## config.mk

```make
export PLATFORM = sky130hd
export DESIGN_NAME = pmc_top
export DESIGN_NICKNAME = d
export VERILOG_FILES = /design/src/rtl/pmc_pkg.sv /design/src/rtl/pmc_sync.sv /design/src/rtl/pmc_startup.sv /design/src/rtl/pmc_wake_qual.sv /design/src/rtl/pmc_mode_fsm.sv /design/src/rtl/pmc_top.sv
export SDC_FILE = /design/constraint.sdc
export NUM_CORES = 1
export LEC_CHECK = 0
export BUFFER_PORTS_ARGS = -buffer_cell sky130_fd_sc_hd__buf_2
export CORE_UTILIZATION = 56
export DETAILED_ROUTE_END_ITERATION = 8
export GPL_TIMING_DRIVEN = 0
export PLACE_DENSITY_LB_ADDON = 0.25
export SLEW_MARGIN = 20
export SYNTH_ARGS = -nofsm -noshare
export SYNTH_HDL_FRONTEND = slang
export SYNTH_SLANG_ARGS = --single-unit
```

## constraint.sdc

```tcl
create_clock -name clk -period 2.45 [get_ports clk]
set_input_delay 0.3675 -clock clk [delete_from_list [all_inputs] [get_ports clk]]
set_output_delay 0.3675 -clock clk [all_outputs]
set_load 0.02 [all_outputs]
```

## src/rtl/pmc_pkg.sv

```systemverilog
// Shared types for the power mode sequencer.
// Assumes: two-bit state encoding and two-bit wake source codes.
package pmc_pkg;
    typedef enum logic [1:0] {
        ST_RUN    = 2'd0,
        ST_IDLE   = 2'd1,
        ST_PD     = 2'd2,
        ST_SETTLE = 2'd3
    } pm_state_t;

    localparam logic [1:0] MODE_NORMAL = 2'd0;
    localparam logic [1:0] MODE_IDLE   = 2'd1;
    localparam logic [1:0] MODE_PD     = 2'd2;

    localparam logic [1:0] SRC_IDLE_IRQ = 2'd0;
    localparam logic [1:0] SRC_TIMER    = 2'd1;
    localparam logic [1:0] SRC_SERIAL   = 2'd2;
    localparam logic [1:0] SRC_EXT      = 2'd3;
endpackage

```

## src/rtl/pmc_sync.sv

```systemverilog
// Two-stage synchronizer for a vector of independent level inputs.
// Assumes: each bit is a slow level, so the bits need not stay coherent with each other.
module pmc_sync #(
    parameter int W = 1
) (
    input  logic         clk,
    input  logic         rst_n,
    input  logic [W-1:0] d,
    output logic [W-1:0] q
);
    for (genvar g = 0; g < W; g++) begin : g_bit
        logic [1:0] stg;
        // Shift the raw level through two flops.
        always_ff @(posedge clk) begin
            if (!rst_n) stg <= 2'b00;
            else        stg <= {stg[0], d[g]};
        end
        assign q[g] = stg[1];
    end
endmodule

```

## src/rtl/pmc_startup.sv

```systemverilog
// Startup hold counter: done goes high LIMIT edges after reset release.
// Assumes: LIMIT >= 1, and the clock is running during startup.
module pmc_startup #(
    parameter int unsigned LIMIT = 2048000
) (
    input  logic clk,
    input  logic rst_n,
    output logic done
);
    localparam int CW = $clog2(LIMIT + 1);
    logic [CW-1:0] cnt;

    // Count edges until the limit, then latch done.
    always_ff @(posedge clk) begin
        if (!rst_n) begin
            cnt  <= '0;
            done <= 1'b0;
        end else if (!done) begin
            if (cnt == CW'(LIMIT - 1)) done <= 1'b1;
            cnt <= cnt + 1'b1;
        end
    end
endmodule

```

## src/rtl/pmc_wake_qual.sv

```systemverilog
// Wake qualification: decides which synchronized lines may end each sleep depth.
// Assumes: inputs are already synchronized; the priority is timer > serial > external.
module pmc_wake_qual
    import pmc_pkg::*;
(
    input  logic       int_s,
    input  logic       tic_s,
    input  logic       ser_s,
    input  logic       ext_s,
    input  logic       ser_en,
    input  logic       ext_en,
    output logic       idle_wake,
    output logic       pd_wake,
    output logic [1:0] pd_src
);
    logic ser_ok, ext_ok;

    assign ser_ok    = ser_s & ser_en;
    assign ext_ok    = ext_s & ext_en;
    assign idle_wake = int_s;
    assign pd_wake   = tic_s | ser_ok | ext_ok;

    // Encode the highest-priority qualified source.
    always_comb begin
        if (tic_s)       pd_src = SRC_TIMER;
        else if (ser_ok) pd_src = SRC_SERIAL;
        else             pd_src = SRC_EXT;
    end
endmodule

```

## src/rtl/pmc_mode_fsm.sv

```systemverilog
// Mode state machine with the control register, the settle counter and the wake report.
// Assumes: writes come only from a running core; writes outside normal mode
// or before startup completes are dropped.
module pmc_mode_fsm
    import pmc_pkg::*;
#(
    parameter int                SETTLE_W   = 6,
    parameter logic [SETTLE_W-1:0] SETTLE_RST = 8
) (
    input  logic                  clk,
    input  logic                  rst_n,
    input  logic                  run_ok,
    input  logic                  ctl_we,
    input  logic [4+SETTLE_W-1:0] ctl_wdata,
    input  logic                  idle_wake,
    input  logic                  pd_wake,
    input  logic [1:0]            pd_src,
    output pm_state_t             state,
    output logic                  ser_en,
    output logic                  ext_en,
    output logic                  wake_pulse,
    output logic [1:0]            wake_src
);
    pm_state_t         nxt;
    logic              wr_ok;
    logic [SETTLE_W-1:0] settle_val;
    logic [SETTLE_W-1:0] cnt;

    assign wr_ok = ctl_we & run_ok & (state == ST_RUN);

    // Next-mode decision; power-down outranks idle in the same write.
    always_comb begin
        nxt = state;
        case (state)
            ST_RUN:    if (wr_ok) begin
                           if (ctl_wdata[1])      nxt = ST_PD;
                           else if (ctl_wdata[0]) nxt = ST_IDLE;
                       end
            ST_IDLE:   if (idle_wake) nxt = ST_RUN;
            ST_PD:     if (pd_wake)   nxt = ST_SETTLE;
            ST_SETTLE: if (cnt == '0) nxt = ST_RUN;
            default:   nxt = ST_RUN;
        endcase
    end

    // State, control fields, settle counter and wake report registers.
    always_ff @(posedge clk) begin
        if (!rst_n) begin
            state      <= ST_RUN;
            ser_en     <= 1'b0;
            ext_en     <= 1'b0;
            settle_val <= SETTLE_RST;
            cnt        <= '0;
            wake_pulse <= 1'b0;
            wake_src   <= SRC_IDLE_IRQ;
        end else begin
            state      <= nxt;
            wake_pulse <= (nxt == ST_RUN) && (state != ST_RUN);
            if (wr_ok) begin
                ser_en     <= ctl_wdata[2];
                ext_en     <= ctl_wdata[3];
                settle_val <= ctl_wdata[4 +: SETTLE_W];
            end
            if (state == ST_PD && pd_wake) begin
                cnt      <= settle_val;
                wake_src <= pd_src;
            end else if (state == ST_SETTLE && cnt != '0) begin
                cnt <= cnt - 1'b1;
            end
            if (state == ST_IDLE && idle_wake) wake_src <= SRC_IDLE_IRQ;
        end
    end
endmodule

```

## src/rtl/pmc_top.sv

```systemverilog
// Power mode sequencer top: joins synchronizers, startup hold, wake qualification,
// mode FSM and the core clock gate.
// Assumes: clk runs at all times (it keeps running when osc_en is low), and rst_n is
// synchronous active-low.
module pmc_top
    import pmc_pkg::*;
#(
    parameter int unsigned         STARTUP_CYCLES = 2048000,
    parameter int                  SETTLE_W       = 6,
    parameter logic [SETTLE_W-1:0] SETTLE_RST     = 8
) (
    input  logic                  clk,
    input  logic                  rst_n,
    input  logic                  ctl_we,
    input  logic [4+SETTLE_W-1:0] ctl_wdata,
    input  logic                  int_pend,
    input  logic                  tic_irq,
    input  logic                  ser_irq,
    input  logic                  ext_irq,
    output logic                  core_clk,
    output logic                  core_rst_n,
    output logic                  periph_clk_en,
    output logic                  osc_en,
    output logic                  dac_oe,
    output logic                  wake_pulse,
    output logic [1:0]            wake_src,
    output logic [1:0]            mode
);
    localparam int NSRC = 4;

    logic [NSRC-1:0] raw_lines, sync_lines;
    logic            run_ok, idle_wake, pd_wake, ser_en, ext_en, gate_lo;
    logic [1:0]      pd_src;
    pm_state_t       state;

    assign raw_lines = {ext_irq, ser_irq, tic_irq, int_pend};

    pmc_sync #(.W(NSRC)) u_sync (
        .clk(clk), .rst_n(rst_n), .d(raw_lines), .q(sync_lines)
    );

    pmc_startup #(.LIMIT(STARTUP_CYCLES)) u_start (
        .clk(clk), .rst_n(rst_n), .done(run_ok)
    );

    pmc_wake_qual u_qual (
        .int_s(sync_lines[0]), .tic_s(sync_lines[1]),
        .ser_s(sync_lines[2]), .ext_s(sync_lines[3]),
        .ser_en(ser_en), .ext_en(ext_en),
        .idle_wake(idle_wake), .pd_wake(pd_wake), .pd_src(pd_src)
    );

    pmc_mode_fsm #(.SETTLE_W(SETTLE_W), .SETTLE_RST(SETTLE_RST)) u_fsm (
        .clk(clk), .rst_n(rst_n), .run_ok(run_ok),
        .ctl_we(ctl_we), .ctl_wdata(ctl_wdata),
        .idle_wake(idle_wake), .pd_wake(pd_wake), .pd_src(pd_src),
        .state(state), .ser_en(ser_en), .ext_en(ext_en),
        .wake_pulse(wake_pulse), .wake_src(wake_src)
    );

    // Capture the core gate on the falling edge so the gated clock has no glitch.
    always_ff @(negedge clk) begin
        if (!rst_n) gate_lo <= 1'b1;
        else        gate_lo <= (state == ST_RUN);
    end

    assign core_clk      = clk & gate_lo;
    assign core_rst_n    = run_ok;
    assign periph_clk_en = (state == ST_RUN) || (state == ST_IDLE);
    assign osc_en        = (state != ST_PD);
    assign dac_oe        = (state == ST_RUN) || (state == ST_IDLE);

    // Map internal state to the reported mode code.
    always_comb begin
        case (state)
            ST_RUN:  mode = MODE_NORMAL;
            ST_IDLE: mode = MODE_IDLE;
            default: mode = MODE_PD;
        endcase
    end
endmodule

```

### Word-level counts from Yosys, hierarchy flattened

Index checks and enable logic that the tools add are counted.

| storage, ports and cells | value |
|---|---|
| register bits | 50 |
| input port bits | 17 |
| output and inout bits | 10 |
| logic and storage cells | 55 |

| operators by class | value |
|---|---|
| bitwise gates (word level) | 8 |
| reduce and logical (&&, ||, !) cells | 12 |
| add/sub/neg operators | 2 |
| eq/ne operators | 5 |
| mux-type cells | 14 |

Operator list:

| cell | count |
|---|---|
| $add 21x1->21 const B | 1 |
| $eq 21x21->1 const B | 1 |
| $mux 2 | 7 |
| $mux 6 | 2 |
| $pmux 2 s4 | 1 |
| $logic_not 6->1 | 1 |
| $reduce_bool 6->1 | 1 |
| $sub 6x1->6 const B | 1 |
| $and 1x1->1 | 5 |
| $eq 2x2->1 const B | 2 |
| $logic_and 1x1->1 | 4 |
| $logic_not 2->1 | 2 |
| $pmux 2 s2 | 1 |
| $reduce_bool 2->1 | 2 |
| $mux 1 | 3 |
| $eq 2x1->1 const B | 1 |
| $ne 2x2->1 const B | 1 |
| $or 1x1->1 | 2 |
| $reduce_or 2->1 | 1 |
| $logic_or 1x1->1 | 1 |
| $not 1->1 | 1 |

### Logic depth before layout (Yosys ltp)

Gate-level depths: netlist (run 1).

| depth | value |
|---|---|
| depth after elaboration | 7 |
| gate-level depth with buffers | 6 |

### By module

Synthesis (run 1) repeated with hierarchy kept, for this count alone.

| second synthesis, totals | value |
|---|---|
| cells, all modules | 262 |
| area total of the unflattened synthesis | 2253.4 µm² |

Modules (own cells, without submodules):

| module | area an instance (µm²) | seq. area each (µm²) | times used | cells an instance |
|---|---|---|---|---|
| pmc_startup | 1042.2 | 440.4 | 1 | 115 |
| pmc_mode_fsm | 879.6 | 380.4 | 1 | 114 |
| pmc_sync | 240.2 | 160.2 | 1 | 20 |
| pmc_top | 62.6 | 20.0 | 1 | 9 |
| pmc_wake_qual | 28.8 | 0.0 | 1 | 4 |

==> metrics, run 1 <==
initial antenna violation count 0; top-count cell post-synth dfxtp_1; DR vias 1847; Die Y-Extent 64.2 um; Gate Count Post-Synth between 200 and 300; DRC violations left 0; CP Launch Point gate_lo; total die area 4120 um2; worst r2r src u_fsm.state[1]; HP Start tic_irq; final worst slack -0.174 ns; total global routing overflow 0; row count 22; Layout area overhead 17.1%; critical path cell sequence and2_4 > buf_6; initial drt markers 102; CTS tree done; critical path arrival 2.26 ns; register area 1000 um2; DRT antenna net count 0; Hold Path Depth 2; slowest cell delay on critical path around 0.30 ns; area of the mapped netlist roughly 2200 um2; pwr dens 672 nW/um2; CP required 2.08 ns; pre-CTS setup slack approximately 0.15 ns; IO buf count 26; post-synth top area share a little under half; Filler Cell Count between 300 and 400; post-synthesis sequential area ratio 46.3%; dpl hpwl 2960 um; synthesized net count 270; vias in the first global route 1600; leakage power 0.980 nW; final setup vio count 2; Slew Limit Fails 0; failing checks negative setup slack; critical path class flop to output pin; slowest CP cell dfxtp_2; Fin. Hold Viols 0; wire length per cell 12.6 um; total core area ~3700 um2; Unique masters post-synth 40; vias per cell 5.50; Hold-fix buffers, CTS 0; Max-Cap Viols 0; Cell Area, Placed 2350 um2; first-pass GRT wire length 7180 um; Multi-input gate area between 1000 and 1500 um2; Die X roughly 64 um; Layout Skew 0.0684 ns; Finished Cell Area 2530 um2; Synth area leaders dfxtp_1, nand2_1, a21oi_1, nor2_1, xnor2_1; DRT Wirelength 4230 um; total track usage between 20% and 30%; Slew @ Worst Pin between 0.5 and 0.6 ns; asr flop ratio synth 0%; cell taking the most area after synthesis dfxtp_1; yosys warns 0; Post-synth EDFFs 0; relative max-transition margin 60.0%; CP Capture Type output pin; initial cell density of the core 58.6%; total power 1.70 mW; largest net degree at the start of global routing 17; Most used DFF post-synth dfxtp_1; Antenna diodes 0; status finished with violations; Syn Area/Cell 8.62 um2; top cells by count, synth dfxtp_1, nand2_1, nor2_1; flops & latches, synth 50; clock-pin slew on the worst setup and hold paths ~0.090 ns; # IOs 27; Clk Latency, worst-skew pair 0.48 ns; maximum fanout along the worst path 1; drt pass-1 iters 4; worst hold path type input pin to flop; Finished Core Util a little under 70%; share of cells above drive strength 1 about 16%; Reg2Reg Depth 2; Routability Congestion 0.818; Nets 306; Peak VDD IR between 0.0004 and 0.0005 V; CP Launch Type flop; RSZ-0062 raised after global routing yes; WHS 0.150 ns
## cell type report
type	instances	area share (%)
inverters	7	1.04
multi-input cells	180	42.3
well taps	48	2.37
repair buffers	25	4.94
clock inverters	2	0.494
clock buffers	11	6.77
flip-flops and latches	50	39.6
plain buffers	13	2.47
## worst max-delay path: cells and delay by family (launching register included)
family,cells,cell delay [ns]
and+or+nand+nor,1,0.12
buffers and inverters,1,0.12
DFF,1,0.30
## flip-flops by register name, summed over array words and instances (netlist names)
name	flops
u_fsm.wake_src	2
u_fsm.settle_val	6
u_sync.g_bit.stg	8
u_fsm.state	2
u_fsm.ext_en	1
u_start.cnt	21
u_start.done	1
u_fsm.cnt	6
u_fsm.wake_pulse	1
gate_lo	1
u_fsm.ser_en	1
## final timing paths
path                            endpoint  slack [ns]
setup / recovery                core_clk       -0.17
hold / removal    u_sync.g_bit[1].stg[0]        0.15
setup reg to reg                 gate_lo        0.40
hold reg to reg   u_sync.g_bit[3].stg[1]        0.44
## metrics by stage
| stage | setup TNS [ns] | cells |
|---|---|---|
| floorplan | 0 | 251 |
| global placement | 0 | 325 |
| detailed placement | 0 | 325 |
| CTS | -0.179 | 336 |
| global route | -0.221 | 336 |
| finish | -0.174 | 336 |
## cells by family (layout without fill, tap and decap cells)
logic type | after synthesis | after routing | synth area share [%]
compound gates | 41 | 41 | 11.0
xor+xnor | 14 | 14 | 5.67
fa+ha+maj | 2 | 2 | 1.16
buf+inv | 21 | 58 | 4.28
flops | 50 | 50 | 46.3
mux | 4 | 4 | 1.85
simple gates | 119 | 119 | 29.8
## report_power, final
group          internal, mW  switching [mW]  total, mW  leakage (nW)
Clock                 0.486           0.338      0.823         0.102
Sequential            0.823         0.00773      0.830         0.405
Combinational        0.0211          0.0265     0.0476         0.473
## cells in the final DEF (no fill, tap or decap), types with 5 or more instances in the layout
cell | synthesis | layout
nand4_1 | 5 | 5
nor2_1 | 23 | 23
buf_2 | 0 | 25
a21oi_1 | 22 | 22
and2_1 | 9 | 8
nor3_1 | 6 | 6
xnor2_1 | 8 | 8
nand3_1 | 13 | 13
o21ai_0 | 8 | 8
xor2_1 | 6 | 6
dfxtp_1 | 50 | 49
inv_1 | 8 | 8
clkbuf_1 | 10 | 10
or3_1 | 5 | 5
nand2_1 | 30 | 30
clkbuf_8 | 1 | 9
## what timing repair did
item | CTS | global route
setup endpoints to repair | 2 | 2
setup buffers | 0 | 0
gates resized for setup | 2 | 2
## per-layer routing
metal | vias up | GRT usage, % | part of all wire [%]
met3 | 10 | 6.07 | 4.2
met5 | - | 0 | 0
met4 | 0 | 11.4 | 1.8
li1 | 947 | - | -
met2 | 41 | 34.6 | 46
met1 | 849 | 30.1 | 48
Power figures use the tool's default switching activity.
==> run 2: changes to the inputs <==
- CORE_ASPECT_RATIO: default -> 0.6
- CORE_MARGIN: default -> 2
- CORE_UTILIZATION: 56 -> 61
- clock period: 2.45 -> 3.2 ns (I/O delays scaled with it)
==> metrics, run 2 (synthesis results as in run 1) <==
status finished clean (was finished with violations); total global routing overflow 0 (unchanged); clock-pin slew on the worst setup and hold paths 0.10 ns (was 0.09 ns); Die X 80.9 um (was 64.2 um); Clk Latency, worst-skew pair 0.49 ns (was 0.48 ns); Peak VDD IR 0.000462 V (was 0.000451 V); total core area 3320 um2 (was 3690 um2); most frequent cells in the layout dfxtp_1, nand2_1, buf_2, nor2_1, a21oi_1 (unchanged); setup_tns 0 ns (was -0.174 ns); vias in the first global route 1828 (was 1600); Routability Congestion 0.881 (was 0.818); commonest non-fill, non-tap cell in the layout dfxtp_1 (unchanged); initial antenna violation count 0 (unchanged); total die area 4050 um2 (was 4120 um2); critical path cell sequence and2_1 > buf_2 (was and2_4 > buf_6); biggest regs u_start.cnt: 21 flops, u_sync.g_bit.stg: 8 flops (unchanged); CP Launch Type flop (unchanged); final setup vio count 0 (was 2); drt pass-1 iters 5 (was 4); R2R setup slack 0.69 ns (was 0.40 ns); first-pass GRT wire length 8690 um (was 7180 um); DRT antenna net count 0 (unchanged); total track usage 28.9% (was 22.9%); initial drt markers 150 (was 102); CP top delay family flip-flops (unchanged); Die Y-Extent 50.1 um (was 64.2 um); maximum fanout along the worst path 1 (unchanged); Post-Layout Cell Count 333 (was 336); Post CTS Setup Buffer Count 0 (unchanged); # IOs 27 (unchanged); Hold-fix buffers, CTS 0 (unchanged); clock network power share 47.3% (was 48.4%); initial cell density of the core 65.1% (was 58.6%); row count 16 (was 22); leakage power 0.976 nW (was 0.980 nW); pwr dens 510 nW/um2 (was 672 nW/um2); WP buf/inv 1 (unchanged); Antenna diodes 0 (unchanged); PostCTS Resize Cnt 0 (was 2); CP Capture Type output pin (unchanged); critical path capture point core_clk (unchanged); Sw Ratio 22.7% (was 21.9%); critical path depth in cells 2 (unchanged); worst hold path type input pin to flop (unchanged); Layout Skew 0.0831 ns (was 0.0684 ns); Biggest register u_start.cnt (unchanged); vias per cell 5.93 (was 5.50); CTS tree done (unchanged); critical path class flop to output pin (unchanged); Filler Cell Count 252 (was 310); share of cells above drive strength 1 14.9% (was 15.6%); DRT Wirelength 5220 um (was 4230 um); switching power 0.291 mW (was 0.372 mW); sequential power share 49.6% (was 48.8%); wire length per cell 15.7 um (was 12.6 um); relative max-transition margin 54.2% (was 60.0%); Layout area overhead 16.4% (was 17.1%); DRC violations left 0 (unchanged); Reg2Reg Depth 2 (unchanged); dpl hpwl 3560 um (was 2960 um); Max-Cap Viols 0 (unchanged); IO buf count 26 (unchanged); worst r2r src u_fsm.state[1] (unchanged); Nets 306 (unchanged); Slew @ Worst Pin 0.681 ns (was 0.595 ns); RSZ-0062 raised after global routing no (was yes); placed instance count 322 (was 325); Fin. Hold Viols 0 (unchanged); internal power 0.993 mW (was 1.33 mW); largest net degree at the start of global routing 17 (unchanged); combinational power share 3.1% (was 2.8%); CP Launch Point gate_lo (unchanged); max FFs per register 21 (unchanged); critical path arrival 2.66 ns (was 2.26 ns); CP required 2.72 ns (was 2.08 ns); slowest CP cell dfxtp_1 (was dfxtp_2); slowest cell delay on critical path 0.30 ns (about the same); Worst R2R End gate_lo (unchanged); DR vias 1976 (was 1847); Slew Limit Fails 0 (unchanged)
run 2: cell types whose count changed in the layout (fill, tap and decap cells not counted):
cell	previous run	this run
and2_1	8	9
dfxtp_1	49	50
and2_4	1	0
buf_6	1	0
dfxtp_2	1	0
buf_2	25	26
run 2: worst register-to-register path, delay by kind of cell (launching register included):
kind / cells / cell delay (ns)
buffers and inverters: 1 / 0.34
AOI/OAI and AO/OA: 1 / 0.18
DFF: 1 / 0.32
run 2: worst min-delay path by stage:
stage	start	endpoint	slack, ns	cells after the start
finish	ext_irq	u_sync.g_bit[3].stg[0]	0.27	2
global route	ext_irq	u_sync.g_bit[3].stg[0]	0.26	2
CTS	ext_irq	u_sync.g_bit[3].stg[0]	0.26	2
floorplan	u_sync.g_bit[0].stg[0]	u_sync.g_bit[0].stg[1]	0.41	1
detailed placement	u_sync.g_bit[2].stg[0]	u_sync.g_bit[2].stg[1]	0.42	1
global placement	u_sync.g_bit[2].stg[0]	u_sync.g_bit[2].stg[1]	0.41	1
run 2: layout make-up:
class	instances	area, um2	area share [%]
flip-flops and latches	50	1000	39.7
repair buffers	25	125	4.97
clock buffers	11	165	6.56
plain buffers	13	62.6	2.48
well taps	45	56.3	2.24
clock inverters	2	12.5	0.497
multi-input cells	180	1070	42.5
inverters	7	26.3	1.04
run 2: through the flow:
stage / area, um2 / power, mW / util [%] / setup WS [ns] / hold slack (ns)
2_1_floorplan: 2160 / 0.700 / - / 0.625 / 0.412
3_3_place_gp: 2350 / 0.727 / 70.7 / 0.366 / 0.414
3_5_place_dp: 2350 / 0.730 / 70.7 / 0.311 / 0.419
4_1_cts: 2520 / 1.29 / 75.8 / 0.0375 / 0.261
5_1_grt: 2520 / 1.32 / 75.8 / 0.0188 / 0.262
6_report: 2520 / 1.28 / 75.8 / 0.0598 / 0.272
run 2: layer usage:
layer / vias up / GRT usage, % / routed length [um]
met5: - / 0 / 0
met3: 9 / 8.09 / 391
met4: 0 / 11.6 / 76
met2: 80 / 43.7 / 2370
met1: 932 / 39.3 / 2380
li1: 955 / - / -
run 2: power groups by stage:
stage	clock [mW]	combinational (mW)	sequential, mW
4_1_cts	0.618	0.0394	0.636
5_1_grt	0.640	0.0433	0.637
3_5_place_dp	0.0412	0.0382	0.650
6_report	0.608	0.0398	0.636
2_1_floorplan	0.0309	0.0207	0.649
3_3_place_gp	0.0412	0.0365	0.650
==> run 3: changes to the inputs <==
--- a/config.mk
+++ b/config.mk
@@ -7,2 +7,3 @@
 export LEC_CHECK = 0
+export ABC_CLOCK_PERIOD_IN_PS = 3200
 export BUFFER_PORTS_ARGS = -buffer_cell sky130_fd_sc_hd__buf_2
@@ -12,2 +13,3 @@
 export DETAILED_ROUTE_END_ITERATION = 8
+export GPL_ROUTABILITY_DRIVEN = 0
 export GPL_TIMING_DRIVEN = 0
--- a/constraint.sdc
+++ b/constraint.sdc
@@ -3,2 +3,2 @@
 set_output_delay 0.48 -clock clk [all_outputs]
-set_load 0.02 [all_outputs]
+set_load 0.05 [all_outputs]
==> metrics, run 3 (synthesis results as in run 1) <==
final setup vio count 0 (unchanged); DRT antenna net count 0 (unchanged); vias in the first global route 1825 (was 1828); vias per cell 5.95 (was 5.93); clock-pin slew on the worst setup and hold paths 0.10 ns (about the same); first-pass GRT wire length 8680 um (was 8690 um); CTS tree done (unchanged); DRT Wirelength 5260 um (was 5220 um); drt pass-1 iters 4 (was 5); R2R setup slack 0.68 ns (was 0.69 ns); Antenna diodes 0 (unchanged); RSZ-0062 raised after global routing no (unchanged); Finished Cell Area 2520 um2 (about the same); Hold-fix buffers, CTS 0 (unchanged); DRC violations left 0 (unchanged); leakage power 0.978 nW (was 0.976 nW); critical path arrival 2.68 ns (was 2.66 ns); relative max-transition margin 55.2% (was 54.2%); Peak VDD IR 0.000463 V (was 0.000462 V); Biggest register u_start.cnt (unchanged); commonest non-fill, non-tap cell in the layout dfxtp_1 (unchanged); Die X 80.9 um (unchanged); worst r2r src u_fsm.state[1] (unchanged); status finished clean (unchanged); CP Capture Type output pin (unchanged); total track usage 28.9% (about the same); Clk Latency, worst-skew pair 0.49 ns (about the same); # IOs 27 (unchanged); DR vias 1982 (was 1976); Worst R2R End gate_lo (unchanged); IO buf count 26 (unchanged); final worst slack 0.0386 ns (was 0.0598 ns); Slew Limit Fails 0 (unchanged); worst hold path type input pin to flop (unchanged); Cell Area, Placed 2350 um2 (unchanged); total core area 3320 um2 (unchanged); row count 16 (unchanged); setup_tns 0 ns (unchanged); Max-Cap Viols 0 (unchanged); Nets 306 (unchanged); max FFs per register 21 (unchanged); CP Launch Type flop (unchanged); pre-CTS setup slack 0.311 ns (unchanged); critical path capture point core_clk (unchanged); initial antenna violation count 0 (unchanged); Fin. Hold Viols 0 (unchanged); WHS 0.273 ns (was 0.272 ns); Layout Skew 0.0807 ns (was 0.0831 ns); Filler Cell Count 249 (was 252); total power 1.33 mW (was 1.28 mW); Layout area overhead 16.7% (was 16.4%); biggest regs u_start.cnt: 21 flops, u_sync.g_bit.stg: 8 flops (unchanged); initial cell density of the core 65.1% (unchanged); most frequent cells in the layout dfxtp_1, nand2_1, buf_2, nor2_1, a21oi_1 (unchanged); CP Launch Point gate_lo (unchanged); total global routing overflow 0 (unchanged); wire length per cell 15.8 um (was 15.7 um); Reg2Reg Depth 2 (unchanged); largest net degree at the start of global routing 17 (unchanged); initial drt markers 147 (was 150); share of cells above drive strength 1 14.9% (unchanged); Slew @ Worst Pin 0.666 ns (was 0.681 ns); critical path class flop to output pin (unchanged); total die area 4050 um2 (unchanged); dpl hpwl 3560 um (unchanged); Die Y-Extent 50.1 um (unchanged); pwr dens 528 nW/um2 (was 510 nW/um2); Post CTS Setup Buffer Count 0 (unchanged); maximum fanout along the worst path 1 (unchanged); CP required 2.72 ns (about the same)
-- run 3: cell counts in the layout (fill, tap and decap cells not counted) --
Identical to the previous run, type by type.
-- run 3: worst min-delay path by stage --
| stage | from | to | slack (ns) | depth (start not counted) |
|---|---|---|---|---|
| finish | ext_irq | u_sync.g_bit[3].stg[0] | 0.27 | 2 |
| global route | ext_irq | u_sync.g_bit[3].stg[0] | 0.26 | 2 |
| CTS | ext_irq | u_sync.g_bit[3].stg[0] | 0.26 | 2 |
| global placement | u_sync.g_bit[2].stg[0] | u_sync.g_bit[2].stg[1] | 0.41 | 1 |
| floorplan | u_sync.g_bit[0].stg[0] | u_sync.g_bit[0].stg[1] | 0.41 | 1 |
| detailed placement | u_sync.g_bit[2].stg[0] | u_sync.g_bit[2].stg[1] | 0.42 | 1 |
-- run 3: critical path, stage by stage, from the launching register on --
cell and delay, ns:
dfxtp_1 0.30, and2_1 0.14, buf_6 0.16
-- run 3: per-layer routing --
metal	vias up	routed length, um	global-route usage [%]
li1	952	-	-
met1	922	2390	39.3
met2	99	2380	43.7
met3	9	415	8.09
met5	-	0	0
met4	0	76	11.3
-- run 3: cell type report --
class | count | area [um2] | share of cell area (%)
Inverter | 7 | 26.3 | 1.04
Tap cell | 45 | 56.3 | 2.23
Buffer | 13 | 62.6 | 2.48
Sequential cell | 50 | 1000 | 39.6
Timing Repair Buffer | 25 | 125 | 4.96
Multi-Input combinational cell | 180 | 1070 | 42.4
Clock buffer | 11 | 171 | 6.79
Clock inverter | 2 | 12.5 | 0.496
-- run 3: repair_timing --
item	CTS	global route
pin swaps	0	0
resized for setup	1	1
gates cloned	0	0
setup endpoints to repair	2	2
-- run 3: through the flow --
step	utilization (%)	instances
CTS	75.9	333
global route	76.0	333
finish	76.0	333
floorplan	-	251
global placement	70.7	322
detailed placement	70.7	322
-- run 3: power breakdown --
part           internal, mW  leakage [nW]  total (mW)  switching, mW
registers             0.630         0.405       0.636        0.00660
clock network         0.363         0.100       0.657          0.294
logic                0.0163         0.473      0.0398         0.0234
